File: src/rtl/cop_pkg.sv
package cop_pkg;
  // Control bundle steering the prescaler each cycle.
  typedef struct packed {
    logic clr_all;  // clear every prescaler stage
    logic clr_mid;  // clear the band above the kept low bits
    logic run;      // advance when nothing clears
  } presc_ctl_t;
endpackage

File: src/rtl/cop_prescaler.sv
module cop_prescaler
  import cop_pkg::*;
#(
  parameter int PRESC_W  = 12,
  parameter int KEEP_W   = 4,
  parameter int POR_HOLD = 4096
) (
  input  logic               clk_i,
  input  logic               por_i,
  input  presc_ctl_t         ctl_i,
  output logic [PRESC_W-1:0] presc_o,
  output logic               tick_o
);
  localparam int HOLD_W = $clog2(POR_HOLD + 1);

  logic [HOLD_W-1:0]  hold_cnt;
  logic               hold_act;
  logic               clear;
  logic [PRESC_W-1:0] mid_val;

  assign hold_act = (hold_cnt != HOLD_W'(POR_HOLD));
  assign clear    = ctl_i.clr_all | hold_act;

  always_ff @(posedge clk_i) begin
    if (por_i)         hold_cnt <= '0;
    else if (hold_act) hold_cnt <= hold_cnt + HOLD_W'(1);
  end

  generate
    if (KEEP_W > 0) begin : g_keep
      logic [KEEP_W-1:0] low_inc;
      assign low_inc = presc_o[KEEP_W-1:0] + KEEP_W'(1);
      assign mid_val = {{(PRESC_W-KEEP_W){1'b0}}, low_inc};
    end else begin : g_nokeep
      assign mid_val = '0;
    end
  endgenerate

  always_ff @(posedge clk_i) begin
    if (por_i || clear)     presc_o <= '0;
    else if (ctl_i.clr_mid) presc_o <= mid_val;
    else if (ctl_i.run)     presc_o <= presc_o + PRESC_W'(1);
  end

  assign tick_o = ctl_i.run & ~clear & ~ctl_i.clr_mid & (&presc_o);
endmodule

File: src/rtl/cop_counter.sv
module cop_counter #(
  parameter int WDOG_W  = 6,
  parameter int SHORT_W = 1
) (
  input  logic              clk_i,
  input  logic              por_i,
  input  logic              clr_i,
  input  logic              tick_i,
  input  logic              rate_sel_i,
  output logic [WDOG_W-1:0] cnt_o,
  output logic              ovf_o
);
  logic full;

  assign full  = rate_sel_i ? (&cnt_o[SHORT_W-1:0]) : (&cnt_o);
  assign ovf_o = tick_i & full & ~clr_i;

  always_ff @(posedge clk_i) begin
    if (por_i || clr_i || ovf_o) cnt_o <= '0;
    else if (tick_i)             cnt_o <= cnt_o + WDOG_W'(1);
  end
endmodule

File: src/rtl/cop_pulse.sv
module cop_pulse #(
  parameter int PULSE_LEN = 32
) (
  input  logic clk_i,
  input  logic por_i,
  input  logic fire_i,
  output logic active_o,
  output logic rst_n_o
);
  localparam int CNT_W = $clog2(PULSE_LEN + 1);

  logic [CNT_W-1:0] cnt;
  logic [CNT_W-1:0] cnt_nxt;

  always_comb begin
    if (fire_i)        cnt_nxt = CNT_W'(PULSE_LEN);
    else if (cnt != 0) cnt_nxt = cnt - CNT_W'(1);
    else               cnt_nxt = '0;
  end

  always_ff @(posedge clk_i) begin
    if (por_i) begin
      cnt     <= '0;
      rst_n_o <= 1'b1;
    end else begin
      cnt     <= cnt_nxt;
      rst_n_o <= (cnt_nxt == '0);
    end
  end

  assign active_o = (cnt != '0);

  AST_NO_REFIRE: assert property (@(posedge clk_i) disable iff (por_i)
    active_o |-> !fire_i);
  AST_FALL_FROM_FIRE: assert property (@(posedge clk_i) disable iff (por_i)
    $fell(rst_n_o) |-> $past(fire_i));
endmodule

File: src/rtl/cop_watchdog.sv
module cop_watchdog
  import cop_pkg::*;
#(
  parameter int              ADDR_W    = 16,
  parameter logic [ADDR_W-1:0] SVC_ADDR = '1,
  parameter logic [7:0]      VEC_LO    = 8'h80,
  parameter int              PRESC_W   = 12,
  parameter int              KEEP_W    = 4,
  parameter int              WDOG_W    = 6,
  parameter int              SHORT_W   = 1,
  parameter int              PULSE_LEN = 32,
  parameter int              POR_HOLD  = 4096
) (
  input  logic              clk_i,
  input  logic              por_i,
  input  logic              int_rst_i,
  input  logic              bus_wr_i,
  input  logic              bus_rd_i,
  input  logic [ADDR_W-1:0] bus_addr_i,
  input  logic              stop_i,
  input  logic              rate_sel_i,
  input  logic              tst_dis_i,
  input  logic              flag_clr_i,
  output logic              rst_n_o,
  output logic [7:0]        rd_data_o,
  output logic              cop_flag_o
);
  logic               svc_hit;
  logic               svc;
  logic               pulse_act;
  logic               tick;
  logic               ovf;
  logic [PRESC_W-1:0] presc;
  logic [WDOG_W-1:0]  wcnt;
  presc_ctl_t         ctl;

  assign svc_hit     = (bus_addr_i == SVC_ADDR);
  assign svc         = bus_wr_i & svc_hit & ~tst_dis_i;
  assign ctl.clr_all = int_rst_i | pulse_act | stop_i;
  assign ctl.clr_mid = svc;
  assign ctl.run     = ~tst_dis_i;

  cop_prescaler #(
    .PRESC_W (PRESC_W),
    .KEEP_W  (KEEP_W),
    .POR_HOLD(POR_HOLD)
  ) u_presc (
    .clk_i  (clk_i),
    .por_i  (por_i),
    .ctl_i  (ctl),
    .presc_o(presc),
    .tick_o (tick)
  );

  cop_counter #(
    .WDOG_W (WDOG_W),
    .SHORT_W(SHORT_W)
  ) u_cnt (
    .clk_i     (clk_i),
    .por_i     (por_i),
    .clr_i     (int_rst_i | pulse_act | svc),
    .tick_i    (tick),
    .rate_sel_i(rate_sel_i),
    .cnt_o     (wcnt),
    .ovf_o     (ovf)
  );

  cop_pulse #(
    .PULSE_LEN(PULSE_LEN)
  ) u_pulse (
    .clk_i   (clk_i),
    .por_i   (por_i),
    .fire_i  (ovf),
    .active_o(pulse_act),
    .rst_n_o (rst_n_o)
  );

  always_ff @(posedge clk_i) begin
    if (por_i)           cop_flag_o <= 1'b0;
    else if (ovf)        cop_flag_o <= 1'b1;
    else if (flag_clr_i) cop_flag_o <= 1'b0;
  end

  always_ff @(posedge clk_i) begin
    if (por_i) rd_data_o <= '0;
    else       rd_data_o <= (bus_rd_i && svc_hit) ? VEC_LO : 8'h00;
  end

  AST_FLAG_WITH_PULSE: assert property (@(posedge clk_i) disable iff (por_i)
    $rose(cop_flag_o) |-> $fell(rst_n_o));
  AST_RD_VECTOR: assert property (@(posedge clk_i) disable iff (por_i)
    (bus_rd_i && svc_hit) |=> (rd_data_o == VEC_LO));
  AST_TST_QUIET: assert property (@(posedge clk_i) disable iff (por_i)
    tst_dis_i |-> !ovf);
  AST_SVC_WINS: assert property (@(posedge clk_i) disable iff (por_i)
    svc |-> !ovf);
  AST_INT_CLEARS: assert property (@(posedge clk_i) disable iff (por_i)
    int_rst_i |=> (presc == '0 && wcnt == '0));
endmodule

File: config.mk
export PLATFORM = sky130hd
export DESIGN_NAME = cop_watchdog
export DESIGN_NICKNAME = d
export VERILOG_FILES = /design/src/rtl/cop_pkg.sv /design/src/rtl/cop_prescaler.sv /design/src/rtl/cop_counter.sv /design/src/rtl/cop_pulse.sv /design/src/rtl/cop_watchdog.sv
export SDC_FILE = /design/constraint.sdc
export NUM_CORES = 1
export LEC_CHECK = 0
export BUFFER_PORTS_ARGS = -buffer_cell sky130_fd_sc_hd__buf_2
export CAP_MARGIN = 20
export CORE_MARGIN = 4
export CORE_UTILIZATION = 56
export DETAILED_ROUTE_END_ITERATION = 6
export PLACE_DENSITY = 0.84
export SYNTH_ARGS = -nofsm -noshare
export SYNTH_HDL_FRONTEND = slang
export SYNTH_HIERARCHICAL = 1
export SYNTH_SLANG_ARGS = --single-unit
File: constraint.sdc
create_clock -name clk_i -period 3.38 [get_ports clk_i]
set_input_delay 0.169 -clock clk_i [delete_from_list [all_inputs] [get_ports clk_i]]
set_output_delay 0.169 -clock clk_i [all_outputs]
set_load 0.02 [all_outputs]
==> metrics.md <==
| Metric | Value |
|---|---|
| CTS sink count | `40` |
| Die area | `roughly 4800 um^2` |
| Seq/Total Area, Yosys | `around 38%` |
| DR pass1 iterations | `4` |
| Pins over their slew limit | `0` |
| GPL Wtd Cong | `about 0.84` |
| Status | `finished, final reports clean` |
| RSZ-0062 raised after global routing | `no` |
| CTS tree | `yes` |
| Area contributors post-synth | `dfxtp_1 (38%), a21oi_1 (4.3%), nand4_1 (4.2%), ha_1 (3.6%), xor2_1 (3.3%)` |
| Drt drc | `0` |
| Distinct cell type count after synthesis | `48` |
| Top cell type's share of synthesized area | `a little under two fifths` |
| Most common cell in the netlist | `dfxtp_1` |
| Die height | `69.4 um` |
| Slew margin rel. | `between 60 and 70%` |
| Syn Inst Count | `between 200 and 250` |
| Fin Hold WS | `between 0.1 and 0.15 ns` |
| Routed wire per std cell | `12.9 um` |
| Starting Density | `approximately 58%` |
| Gr ovfl total | `0` |
| Vias after detailed routing | `1,866` |
| Nets | `~300` |
| Worst-Margin Slew | `roughly 0.51 ns` |
| Core region area | `3660 um^2` |
| Antenna diode count | `0` |
| CP startpoint kind | `register` |
| Largest net degree at the start of global routing | `29` |
| CP max stage cell | `or3_1` |
| Placed Instances | `308` |
| Non-filler cells, final | `316` |
| Cell taking the most area after synthesis | `dfxtp_1` |
| Synth top cells by count | `dfxtp_1 (40), a21oi_1 (18), nor2_1 (18), nand4_1 (14)` |
| Worst EP required | `roughly 3.6 ns` |
| Setup repair bufs after CTS | `0` |
| Final Hold Vio Count | `0` |
| Syn-to-layout area delta | `12.2%` |
| Slowest Stage Delay on Critical Path | `between 0.4 and 0.5 ns` |
| IO Port Bufs | `27` |
| Top Ports | `35` |
| Fin crit period | `around 3 ns` |
| Share of layout cells above drive strength 1 | `about a fifth` |
| Max-cap viol count | `0` |
| Total wire length | `between 4000 and 5000 um` |
| Hold Path Class | `in2reg` |
| Worst-Skew Late Latency | `a little under 0.3 ns` |
| Top_reg_cell synth | `dfxtp_1` |
| Avg Cell Area, Syn | `around 9 um^2` |
| Synth Register Bits | `40` |
| Synth async-reset ratio | `0%` |
| Leakage | `between 0.8 and 0.9 nW` |
| Crit path capture type | `register` |
| Critical path class | `reg2reg` |
| Bufs on Longest Clock Path | `2` |
| Hold_buf cts | `0` |
| Final ANT Viol Nets | `0` |
| First DRT Iteration DRCs | `112` |
| Crit Path Max Fanout | `6` |
| Post-DP HPWL | `approximately 3000 um` |
| Clk_skew | `0.00615 ns` |
| Number of synthesized flops with an enable pin | `0` |
| Gr usage total | `about 17%` |
| Num rows | `22` |
| Tcrit/Tclk final | `approximately 88%` |
| Final setup viols | `0` |
| CTS Buf Count | `5` |
| Die X-Extent | `slightly below 70 um` |
| Htree depth | `2` |
| CP Cell Sequence | `nor3_2 > nand3_1 > or3_1 > nor3b_1 > nand4_1 > nor4_1 > nand2b_1 > a21oi_1 > nor2_1 > a211o_2 > o221a_1` |
| Buffer type at the clock tree root | `clkbuf_8` |
| YS warnings | `6` |
| Global-route wire length before repair | `approximately 7000 um` |
| TNS Setup | `0 ns` |
| Cell Area, Synth | `~2100 um^2` |
| VDD IR max | `~440 uV` |
| Clock slew at reported path FFs | `around 0.070 ns` |
| Antenna violations before repair | `0` |
| Arr. time, crit path | `3.14 ns` |
| Vias in the first global route | `roughly 1.6k` |
| Pwr dens | `approximately 500 nW/um^2` |
| PostCTS Resize Cnt | `0` |
| Fmax | `approximately 340 MHz` |
| DR vias/cell | `5.91` |
path summary, 6_finish.rpt:
check	to	cells past startpoint	slack, ns	start
max	u_pulse/rst_n_o	11	0.42	u_pulse/cnt[4]
min	rd_data_o[7]	2	0.13	bus_rd_i
max reg2reg	u_pulse/rst_n_o	11	0.42	u_pulse/cnt[4]
min reg2reg	u_pulse/cnt[0]	1	0.49	u_pulse/cnt[0]
metal layers:
metal	up-vias	global-route usage [%]	wire (um)
li1	945	-	-
met3	5	5.65	194
met1	872	21.4	1870
met5	-	0	0
met4	0	4.12	29
met2	44	29.2	1990
layout by cell type (no fill, tap or decap), types with 3 or more instances in the layout:
| cell type | netlist | layout |
|---|---|---|
| a21oi_1 | 18 | 18 |
| buf_2 | 1 | 27 |
| clkbuf_8 | 0 | 5 |
| conb_1 | 1 | 7 |
| dfxtp_1 | 40 | 40 |
| ha_1 | 6 | 6 |
| inv_1 | 12 | 12 |
| nand2_1 | 12 | 12 |
| nand3_1 | 9 | 9 |
| nand3_2 | 3 | 3 |
| nand4_1 | 14 | 14 |
| nor2_1 | 18 | 18 |
| nor3_1 | 3 | 3 |
| nor4_1 | 8 | 8 |
| o21ai_0 | 11 | 11 |
| o31ai_1 | 7 | 7 |
| or3_1 | 11 | 11 |
| or4_1 | 8 | 8 |
| xnor2_1 | 3 | 3 |
| xor2_1 | 8 | 8 |
registers in the layout (all words and copies together) (netlist names):
name and count:
cop_flag_o 1, rd_data_o 1, u_cnt/cnt_o 6, u_presc/hold_cnt 13
u_presc/presc_o 12, u_pulse/cnt 6, u_pulse/rst_n_o 1
final cells by class:
cell class | instances | area, um^2
tap | 48 | 60.1
timing repair buffer | 28 | 143
fill | 317 | 1290
sequential | 40 | 801
inverter | 12 | 45.0
clock buffer | 6 | 72.6
multi-input combinational | 180 | 1210
clock inverter | 2 | 35.0
worst max-delay path, delay by kind of cell (launching register included):
kind             cells  cell delay [ns]
AND/OR/NAND/NOR      8             1.77
AO/OA/AOI/OAI        3             0.73
flip-flops           1             0.35
through the flow:
stage / instance area [um^2] / total power [mW] / worst slack (ns) / util [%]
after floorplan: 2130 / 0.757 / 0.802 / -
after global placement: 2260 / 0.807 / 0.602 / 61.7
after detailed placement: 2260 / 0.814 / 0.460 / 61.7
after CTS: 2370 / 1.20 / 0.434 / 64.6
after global routing: 2370 / 1.26 / 0.197 / 64.6
final: 2370 / 1.18 / 0.418 / 64.6
where the power goes:
group          switching (mW)  internal, mW
clock network           0.159         0.219
registers              0.0376         0.509
logic                   0.142         0.118
total                   0.339         0.845
kinds of logic after synthesis:
family / after synthesis / share of synthesized area [%]
DFF: 40 / 38.0
xor gates and xnor gates: 11 / 4.57
buffers and inverters: 24 / 5.75
other: 1 / 0.178
AOI/OAI and AO/OA: 50 / 15.8
and+or+nand+nor: 103 / 30.7
muxes: 3 / 1.54
adders and majority gates: 6 / 3.56
(Power assumes the default switching activity.)
